$ cat src/rtl/vss_pkg.sv
package vss_pkg;

  // Direction the applied gain must travel to reach the request.
  typedef enum logic [1:0] {
    MOVE_HOLD = 2'd0,
    MOVE_UP   = 2'd1,
    MOVE_DOWN = 2'd2
  } move_e;

endpackage

$ cat src/rtl/vss_frame_ctr.sv
// Saturating frame counter: counts qualified strobes up to LIMIT-1 and
// holds there until cleared. at_limit is a level.
module vss_frame_ctr #(
  parameter  int LIMIT = 16,
  localparam int CW    = (LIMIT > 1) ? $clog2(LIMIT) : 1
) (
  input  logic clk,
  input  logic rst_n,
  input  logic clear,
  input  logic count_en,
  output logic at_limit
);

  localparam logic [CW-1:0] LAST = CW'(LIMIT - 1);

  logic [CW-1:0] cnt_q;
  logic [CW-1:0] cnt_d;
  logic          cnt_ce;

  always_comb begin
    cnt_ce = 1'b0;
    cnt_d  = cnt_q;
    if (clear) begin
      cnt_ce = (cnt_q != '0);
      cnt_d  = '0;
    end else if (count_en && (cnt_q != LAST)) begin
      cnt_ce = 1'b1;
      cnt_d  = cnt_q + 1'b1;
    end
  end

  always_ff @(posedge clk or negedge rst_n) begin
    if (!rst_n) begin
      cnt_q <= '0;
    end else if (cnt_ce) begin
      cnt_q <= cnt_d;
    end
  end

  assign at_limit = (cnt_q == LAST);

endmodule

$ cat src/rtl/vss_zero_cross.sv
// Flags a strobe whose sample is zero or whose sign differs from the
// sample seen on the previous strobe.
module vss_zero_cross #(
  parameter int SAMP_W = 16
) (
  input  logic              clk,
  input  logic              rst_n,
  input  logic              frame_stb,
  input  logic [SAMP_W-1:0] sample_in,
  output logic              zc_hit
);

  logic prev_neg_q;
  logic prev_neg_d;
  logic cur_neg;
  logic cur_zero;

  assign cur_neg  = sample_in[SAMP_W-1];
  assign cur_zero = (sample_in == '0);

  always_comb begin
    prev_neg_d = prev_neg_q;
    if (frame_stb) begin
      prev_neg_d = cur_neg;
    end
  end

  always_ff @(posedge clk or negedge rst_n) begin
    if (!rst_n) begin
      prev_neg_q <= 1'b0;
    end else if (frame_stb) begin
      prev_neg_q <= prev_neg_d;
    end
  end

  assign zc_hit = frame_stb && (cur_zero || (cur_neg != prev_neg_q));

endmodule

$ cat src/rtl/vss_step_calc.sv
// Compares the applied code with the request and gives the direction.
module vss_step_calc
  import vss_pkg::*;
#(
  parameter int GAIN_W = 8
) (
  input  logic [GAIN_W-1:0] cur_gain,
  input  logic [GAIN_W-1:0] req_gain,
  output logic              pending,
  output move_e             dir
);

  always_comb begin
    pending = (cur_gain != req_gain);
    if (cur_gain < req_gain) begin
      dir = MOVE_UP;
    end else if (cur_gain > req_gain) begin
      dir = MOVE_DOWN;
    end else begin
      dir = MOVE_HOLD;
    end
  end

endmodule

$ cat src/rtl/vol_slew_seq.sv
// Per-channel gain change sequencer: immediate, ramped, zero-cross gated
// or both, with a frame-count timeout on the zero-cross wait.
module vol_slew_seq
  import vss_pkg::*;
#(
  parameter int              GAIN_W      = 8,
  parameter int              SAMP_W      = 16,
  parameter int              STEP_FRAMES = 16,
  parameter int              ZC_TIMEOUT  = 1024,
  parameter logic [GAIN_W-1:0] RESET_GAIN = GAIN_W'(32)
) (
  input  logic              clk,
  input  logic              rst_n,
  input  logic              frame_stb,
  input  logic [SAMP_W-1:0] sample_in,
  input  logic [GAIN_W-1:0] target_gain,
  input  logic              ramp_en,
  input  logic              zc_en,
  output logic [GAIN_W-1:0] gain_out,
  output logic              done
);

  logic [GAIN_W-1:0] gain_q;
  logic [GAIN_W-1:0] gain_d;
  logic              pending;
  move_e             dir;
  logic              zc_hit;
  logic              pace_ready;
  logic              pace_clear;
  logic              pace_count;
  logic              tmo_limit;
  logic              tmo_clear;
  logic              tmo_count;
  logic              tmo_hit;
  logic              gate_pace;
  logic              gate_zc;
  logic              zc_armed;
  logic              step_go;

  vss_step_calc #(.GAIN_W(GAIN_W)) u_calc (
    .cur_gain (gain_q),
    .req_gain (target_gain),
    .pending  (pending),
    .dir      (dir)
  );

  vss_zero_cross #(.SAMP_W(SAMP_W)) u_zc (
    .clk       (clk),
    .rst_n     (rst_n),
    .frame_stb (frame_stb),
    .sample_in (sample_in),
    .zc_hit    (zc_hit)
  );

  // Ramp pacing: counts strobes while a ramped change is pending; the count
  // survives a target change and is dropped once the codes agree.
  assign pace_clear = !pending || !ramp_en || step_go;
  assign pace_count = frame_stb;

  vss_frame_ctr #(.LIMIT(STEP_FRAMES)) u_pace (
    .clk      (clk),
    .rst_n    (rst_n),
    .clear    (pace_clear),
    .count_en (pace_count),
    .at_limit (pace_ready)
  );

  assign gate_pace = !ramp_en || pace_ready;

  // Zero-cross wait is armed only once pacing allows a change, so each
  // ramp step gets a fresh timeout window.
  assign zc_armed  = pending && zc_en && gate_pace;
  assign tmo_clear = !zc_armed || step_go;
  assign tmo_count = frame_stb;

  vss_frame_ctr #(.LIMIT(ZC_TIMEOUT)) u_tmo (
    .clk      (clk),
    .rst_n    (rst_n),
    .clear    (tmo_clear),
    .count_en (tmo_count),
    .at_limit (tmo_limit)
  );

  assign tmo_hit = frame_stb && tmo_limit;
  assign gate_zc = !zc_en || zc_hit || tmo_hit;
  assign step_go = frame_stb && pending && gate_pace && gate_zc;

  always_comb begin
    gain_d = gain_q;
    if (step_go) begin
      if (!ramp_en) begin
        gain_d = target_gain;
      end else begin
        case (dir)
          MOVE_UP:   gain_d = gain_q + 1'b1;
          MOVE_DOWN: gain_d = gain_q - 1'b1;
          default:   gain_d = gain_q;
        endcase
      end
    end
  end

  always_ff @(posedge clk or negedge rst_n) begin
    if (!rst_n) begin
      gain_q <= RESET_GAIN;
    end else if (step_go) begin
      gain_q <= gain_d;
    end
  end

  assign gain_out = gain_q;
  assign done     = !pending;

endmodule

$ cat config.mk
export PLATFORM = sky130hd
export DESIGN_NAME = vol_slew_seq
export DESIGN_NICKNAME = d
export VERILOG_FILES = /design/src/rtl/vss_pkg.sv /design/src/rtl/vss_frame_ctr.sv /design/src/rtl/vss_zero_cross.sv /design/src/rtl/vss_step_calc.sv /design/src/rtl/vol_slew_seq.sv
export SDC_FILE = /design/constraint.sdc
export NUM_CORES = 1
export LEC_CHECK = 0
export BUFFER_PORTS_ARGS = -buffer_cell sky130_fd_sc_hd__buf_2
export CORE_ASPECT_RATIO = 0.7
export CORE_MARGIN = 3
export CORE_UTILIZATION = 50
export CTS_CLUSTER_SIZE = 14
export DETAILED_ROUTE_END_ITERATION = 8
export PLACE_DENSITY = 0.74
export SETUP_SLACK_MARGIN = 0.5
export SLEW_MARGIN = 20
export SYNTH_ARGS = -nofsm -noshare
export SYNTH_HDL_FRONTEND = slang
export SYNTH_SLANG_ARGS = --single-unit
$ cat constraint.sdc
create_clock -name clk -period 4.04 [get_ports clk]
set_input_delay 1.01 -clock clk [delete_from_list [all_inputs] [get_ports clk]]
set_output_delay 1.01 -clock clk [all_outputs]
set_load 0.01 [all_outputs]
After elaboration in Yosys (flattened, before gate mapping)
Index checks and enable logic that the tools add are counted.
{"block": "op_classes", "addsub": 4, "multipliers": 0, "n_div": 0, "n_lt_le_gt_ge": 2, "eq_ne": 9, "n_shift": 0, "mux": 12, "n_bitwise": 0, "reduce_logical": 28}
{"cell": "$mux W10", "n": 2}
{"cell": "$logic_not A16 Y1", "n": 1}
{"cell": "$pmux W8 S2", "n": 1}
{"cell": "$add A10 B1 Y10 const B", "n": 1}
{"cell": "$eq A10 B10 Y1 const B", "n": 1}
{"cell": "$ne A10 B10 Y1 const B", "n": 1}
{"cell": "$reduce_bool A10 Y1", "n": 1}
{"cell": "$logic_and A1 B1 Y1", "n": 9}
{"cell": "$add A8 B1 Y8 const B", "n": 1}
{"cell": "$gt A8 B8 Y1", "n": 1}
{"cell": "$lt A8 B8 Y1", "n": 1}
{"cell": "$mux W4", "n": 2}
{"cell": "$mux W8", "n": 1}
{"cell": "$ne A8 B8 Y1", "n": 1}
{"cell": "$sub A8 B1 Y8 const B", "n": 1}
{"cell": "$logic_or A1 B1 Y1", "n": 7}
{"cell": "$reduce_and A2 Y1", "n": 3}
{"cell": "$add A4 B1 Y4 const B", "n": 1}
{"cell": "$eq A4 B4 Y1 const B", "n": 1}
{"cell": "$logic_not A1 Y1", "n": 4}
{"cell": "$mux W1", "n": 4}
{"cell": "$mux W2", "n": 2}
{"cell": "$ne A4 B4 Y1 const B", "n": 1}
{"cell": "$reduce_bool A2 Y1", "n": 2}
{"cell": "other kinds (5)", "n": 5}
{"block": "totals", "ff_bits": 23, "latch_bits": 0, "ramBits": 0, "mem_bits_ro": 0, "input_bits": 29, "output_inout_bits": 9, "elab_cells": 59, "mem_count": 0}

Logic depth before layout (Yosys ltp)
{"block": "logic_depth", "depth_word": 9, "mapped_depth": 15, "depth_no_buf": 13}

By module
Synthesis repeated with hierarchy kept, for this count alone.
{"block": "unflattened", "cells_unflattened": 225, "hier_area_um2": 1905.6}
{"mod": "vol_slew_seq", "n_inst": 1, "cells_per_inst": 94, "area_per_inst_um2": 739.5, "seq_area_each_um2": 201.4}
{"mod": "vss_frame_ctr (u_tmo)", "n_inst": 1, "cells_per_inst": 66, "area_per_inst_um2": 604.3, "seq_area_each_um2": 250.2}
{"mod": "vss_frame_ctr (u_pace)", "n_inst": 1, "cells_per_inst": 25, "area_per_inst_um2": 249.0, "seq_area_each_um2": 100.1}
{"mod": "vss_step_calc", "n_inst": 1, "cells_per_inst": 31, "area_per_inst_um2": 222.7, "seq_area_each_um2": 0.0}
{"mod": "vss_zero_cross", "n_inst": 1, "cells_per_inst": 9, "area_per_inst_um2": 90.1, "seq_area_each_um2": 25.0}

Worst setup path after synthesis
Ideal clock, no wire load.
{"block": "synth_path", "path_kind": "input -> register", "from": "in target_gain[3]", "to": "reg gain_q[2], in the netlist gain_out[2]", "setup_time_ns": 0.116, "t_arrival_ns": 3.642, "required_ns": 3.924, "slack_ns": 0.282, "stages": 15, "path_buffers": 2, "path_cell_list": "inv_1 > ha_1 > and4_1 > nand2_1 > and2_1 > clkbuf_1 > a21oi_1 > xnor2_1 > ha_1 > clkbuf_1 > nor3_1 > a22o_1 > a221oi_1 > mux2_2 > o311ai_0"}
{"block": "synth_between", "elab_chain_cells": 6, "elab_cells_between_ends": 14, "cone_classes": "order compare (2); eq/ne (4); mux (4); reduce/logical (4)"}
{"item": "start: declaration", "line_no": "vol_slew_seq.sv:16", "rtl": "input logic [GAIN_W-1:0] target_gain,"}
{"item": "$gt A8 B8 Y1", "line_no": "vss_step_calc.sv:17", "rtl": "end else if (cur_gain > req_gain) begin"}
{"item": "$mux W2", "line_no": "vss_step_calc.sv:17"}
{"item": "$mux W2", "line_no": "vss_step_calc.sv:15", "rtl": "if (cur_gain < req_gain) begin"}
{"item": "$eq A2 B2 Y1 / $eq A2 B1 Y1 (equally long branches)", "line_no": "vol_slew_seq.sv:94", "rtl": "case (dir)"}
{"item": "$pmux W8 S2 / $ne A3 B1 Y1 (equally long branches)"}
{"item": "$mux W8 / $reduce_and A2 Y1 (equally long branches)"}
{"item": "end signal: assignment", "line_no": "vol_slew_seq.sv:107", "rtl": "gain_q <= gain_d;"}
{"item": "end: declaration", "line_no": "vol_slew_seq.sv:23", "rtl": "logic [GAIN_W-1:0] gain_q;"}
Several ways; a longest one is shown, not always the timed one.
A chain may end at the register's enable or synchronous reset.

Final worst setup path
Ends and elaborated chain as after synthesis.

==> results.py <==
metrics = {
    "pwr": {
        "p_total_uw": 969,
        "p_leak_nw": 0.992,
        "ir_drop_v": 0.000256,
        "power_density_mw_per_mm2": 453,
    },
    "global_route": {
        "grt_pass1_vias": 1527,
        "grt_pass1_wl_mm": 7.20,
        "grt_use_total": 0.203,
        "overflow": 0,
        "antenna_found_initial": 0,
        "grt_max_degree": 25,
    },
    "route": {
        "wire_per_inst_um": 13.7,
        "wirelength_mm": 4.16,
        "drt-vias-per-instance": 5.71,
        "drc": 0,
        "vias": 1737,
        "firstDrtPassIters": 4,
        "ant_nets": 0,
        "drtIter0Drc": 123,
    },
    "floorplan": {
        "ios": 38,
        "die_h_um": 56.3,
        "rows": 17,
        "fp.dieW_um": 77.8,
        "core_area_mm2": 0.00330,
        "initial_core_util": 0.548,
        "die-area_mm2": 0.00438,
    },
    "setup_path": {
        "crit_fanout": 6,
        "worstReg2RegStart": "gain_out[3]",
        "r2r_slack_ns": 0.97,
        "arrival_ns": 3.55,
        "reg2reg_to": "gain_out[2]",
        "crit_path_start": "target_gain[3]",
        "end_kind": "flip-flop",
        "startpoint_type": "input pin",
        "crit_required_ns": 4.20,
        "criticalPathCategory": "in2reg",
        "reg2regPathDepth": 12,
    },
    "synth": {
        "synthSimpleGateAreaFrac": 0.283,
        "synthesis.nets": 259,
        "ys.flop_type": "dfrtp_1",
        "synth-edff-count": 0,
        "synth-xor-area-share": 0.0339,
        "synthTopCellsByArea": "dfrtp_1, ha_1, nand2_1",
        "synth_cell_type_count": 45,
        "avgSynthCellArea_um2": 8.33,
        "syn_inst": 217,
        "synth_top_family_by_area": "simple AND/OR/NAND/NOR gates",
        "ys_ff_latch": 23,
        "yosys.area.top_type": "dfrtp_1",
        "synth_compound_area_frac": 0.163,
        "muxShareOfSynthArea": 0.0602,
        "synth_seq_area_share": 0.319,
        "netlist_area_mm2": 0.00181,
        "synth_warnings": 0,
        "synthAdderAreaFrac": 0.0900,
        "synth-async-reset-ratio": 1.00,
        "yosys.area.top_type_share": 0.305,
        "synth_most_common_cell": "nand2_1",
        "synth_common_cells": "nand2_1, dfrtp_1, nand3_1",
    },
    "timing": {
        "fmax_mhz": 295,
        "rsz0062_at_grt": "no",
        "worst_slew_margin_rel": 0.539,
        "fin_crit_ns": 3.39,
        "fin_setup_tns_ns": 0,
        "fin_ws_ns": 0.651,
        "fin_worst_skew_ns": 0.00911,
        "timing.final.crit_share": 0.839,
        "setup_violations": 0,
        "hold_violations": 0,
        "slew_violations": 0,
        "worstMarginPinSlew_ns": 0.688,
        "whs_ns": 0.524,
    },
    "finish": {
        "final_nets": 300,
        "fin_area_mm2": 0.00214,
        "fin_cells": 304,
        "multiInputGateArea_mm2": 0.00115,
        "drive_gt1_frac": 0.249,
        "area_growth_syn_to_layout_pct": 18.4,
        "register_area_um2": 577,
        "nFillCells": 285,
        "diodes": 0,
        "utilization": 0.649,
    },
    "min_path": {
        "min_from": "u_tmo.cnt_q[9]",
        "hold_end": "u_tmo.cnt_q[9]",
        "hold_class": "reg2reg",
        "whs_path_depth": 1,
    },
    "flow_run": {
        "maxCapViolCount": 0,
    },
    "place": {
        "place_ws_ns": 0.252,
        "hpwlAfterDp_mm": 3.13,
        "port_buffers": 37,
        "place_inst": 296,
        "postPlaceCellArea_mm2": 0.00206,
        "routabilityCongestion": 0.976,
    },
    "clock_tree": {
        "insertion_delay_ns": 0.28,
        "cts_tree": "done",
        "clock_path_buffers": 2,
        "root_buffer": "clkbuf_8",
        "cts_made_buffers": 3,
        "hold_buffers": 0,
        "clk_pin_slew_ns": 0.09,
        "clkSinkCount": 23,
        "htreeDepth": 1,
    },
    "status": {
        "status": "finished clean",
    },
}
## worst max-delay path: stages
cell and delay [ns]:
buf_2 0.07, inv_1 0.05, ha_1 0.32, and4_4 0.28, nand2_2 0.11, and2_1 0.18
a21oi_2 0.15, xnor2_1 0.15, ha_2 0.25, nor3_1 0.06, a22o_1 0.20, a221oi_1 0.26
mux2_2 0.36, o311ai_0 0.10
## placed cells by master (no fill, tap or decap), drive strengths merged, types with 3 or more instances in the layout
cell type  count
a22oi          3
mux2           7
a22o           4
mux2i          3
nor4           6
or3            3
o21ai         11
a21o           3
clkbuf         3
buf           46
nand2         25
nor2          14
nand3b         5
and4           4
nand4          8
xor2           4
dfrtp         22
inv           14
nand3         15
nor2b          3
nor3b          3
nor3           3
ha            13
xnor2          3
a21oi          8
## logic make-up after synthesis
logic type / count (synthesis)
mux: 10
xor+xnor: 7
simple gates: 97
buf+inv: 24
fa+ha+maj: 13
compound gates: 43
flops: 23
## how the worst max path moves through the flow
| stage | end | slack (ns) |
|---|---|---|
| after detailed placement | gain_out[2] | 0.25 |
| after global routing | gain_out[2] | 0.49 |
| after global placement | gain_out[2] | 0.39 |
| after floorplan | gain_out[2] | 0.50 |
| final | gain_out[2] | 0.65 |
| after CTS | gain_out[2] | 0.53 |
## registers in the layout, summed over array words and instances, names as in the netlist
register and count:
gain_out 8, u_pace.cnt_q 4, u_tmo.cnt_q 10, u_zc.prev_neg_q 1
## cell type report
type	count	share of cell area
repair buffers	46	0.118
clock buffers	3	0.0193
multi-input cells	170	0.539
flip-flops and latches	23	0.270
inverters	14	0.0246
clock inverters	1	0.00234
well taps	47	0.0275
## metal layers
layer / track usage / vias up / share of wire
met4: 0.0635 / 0 / 0.0096
met1: 0.304 / 795 / 0.52
met3: 0.0625 / 5 / 0.080
met5: 0 / - / 0
met2: 0.272 / 58 / 0.39
li1: - / 879 / -
## power breakdown
group          leakage, nW  internal (mW)  switching [mW]
registers            0.291          0.272          0.0707
logic                0.676          0.235           0.244
clock network       0.0255         0.0691          0.0788
## repair_timing
action | 4_1_cts | 5_1_grt
hold endpoints to repair | 0 | 0
buffers inserted | 0 | 4
endpoints found under the setup margin | 0 | 1
gates resized for setup | 0 | 1
(Power assumes the default switching activity.)
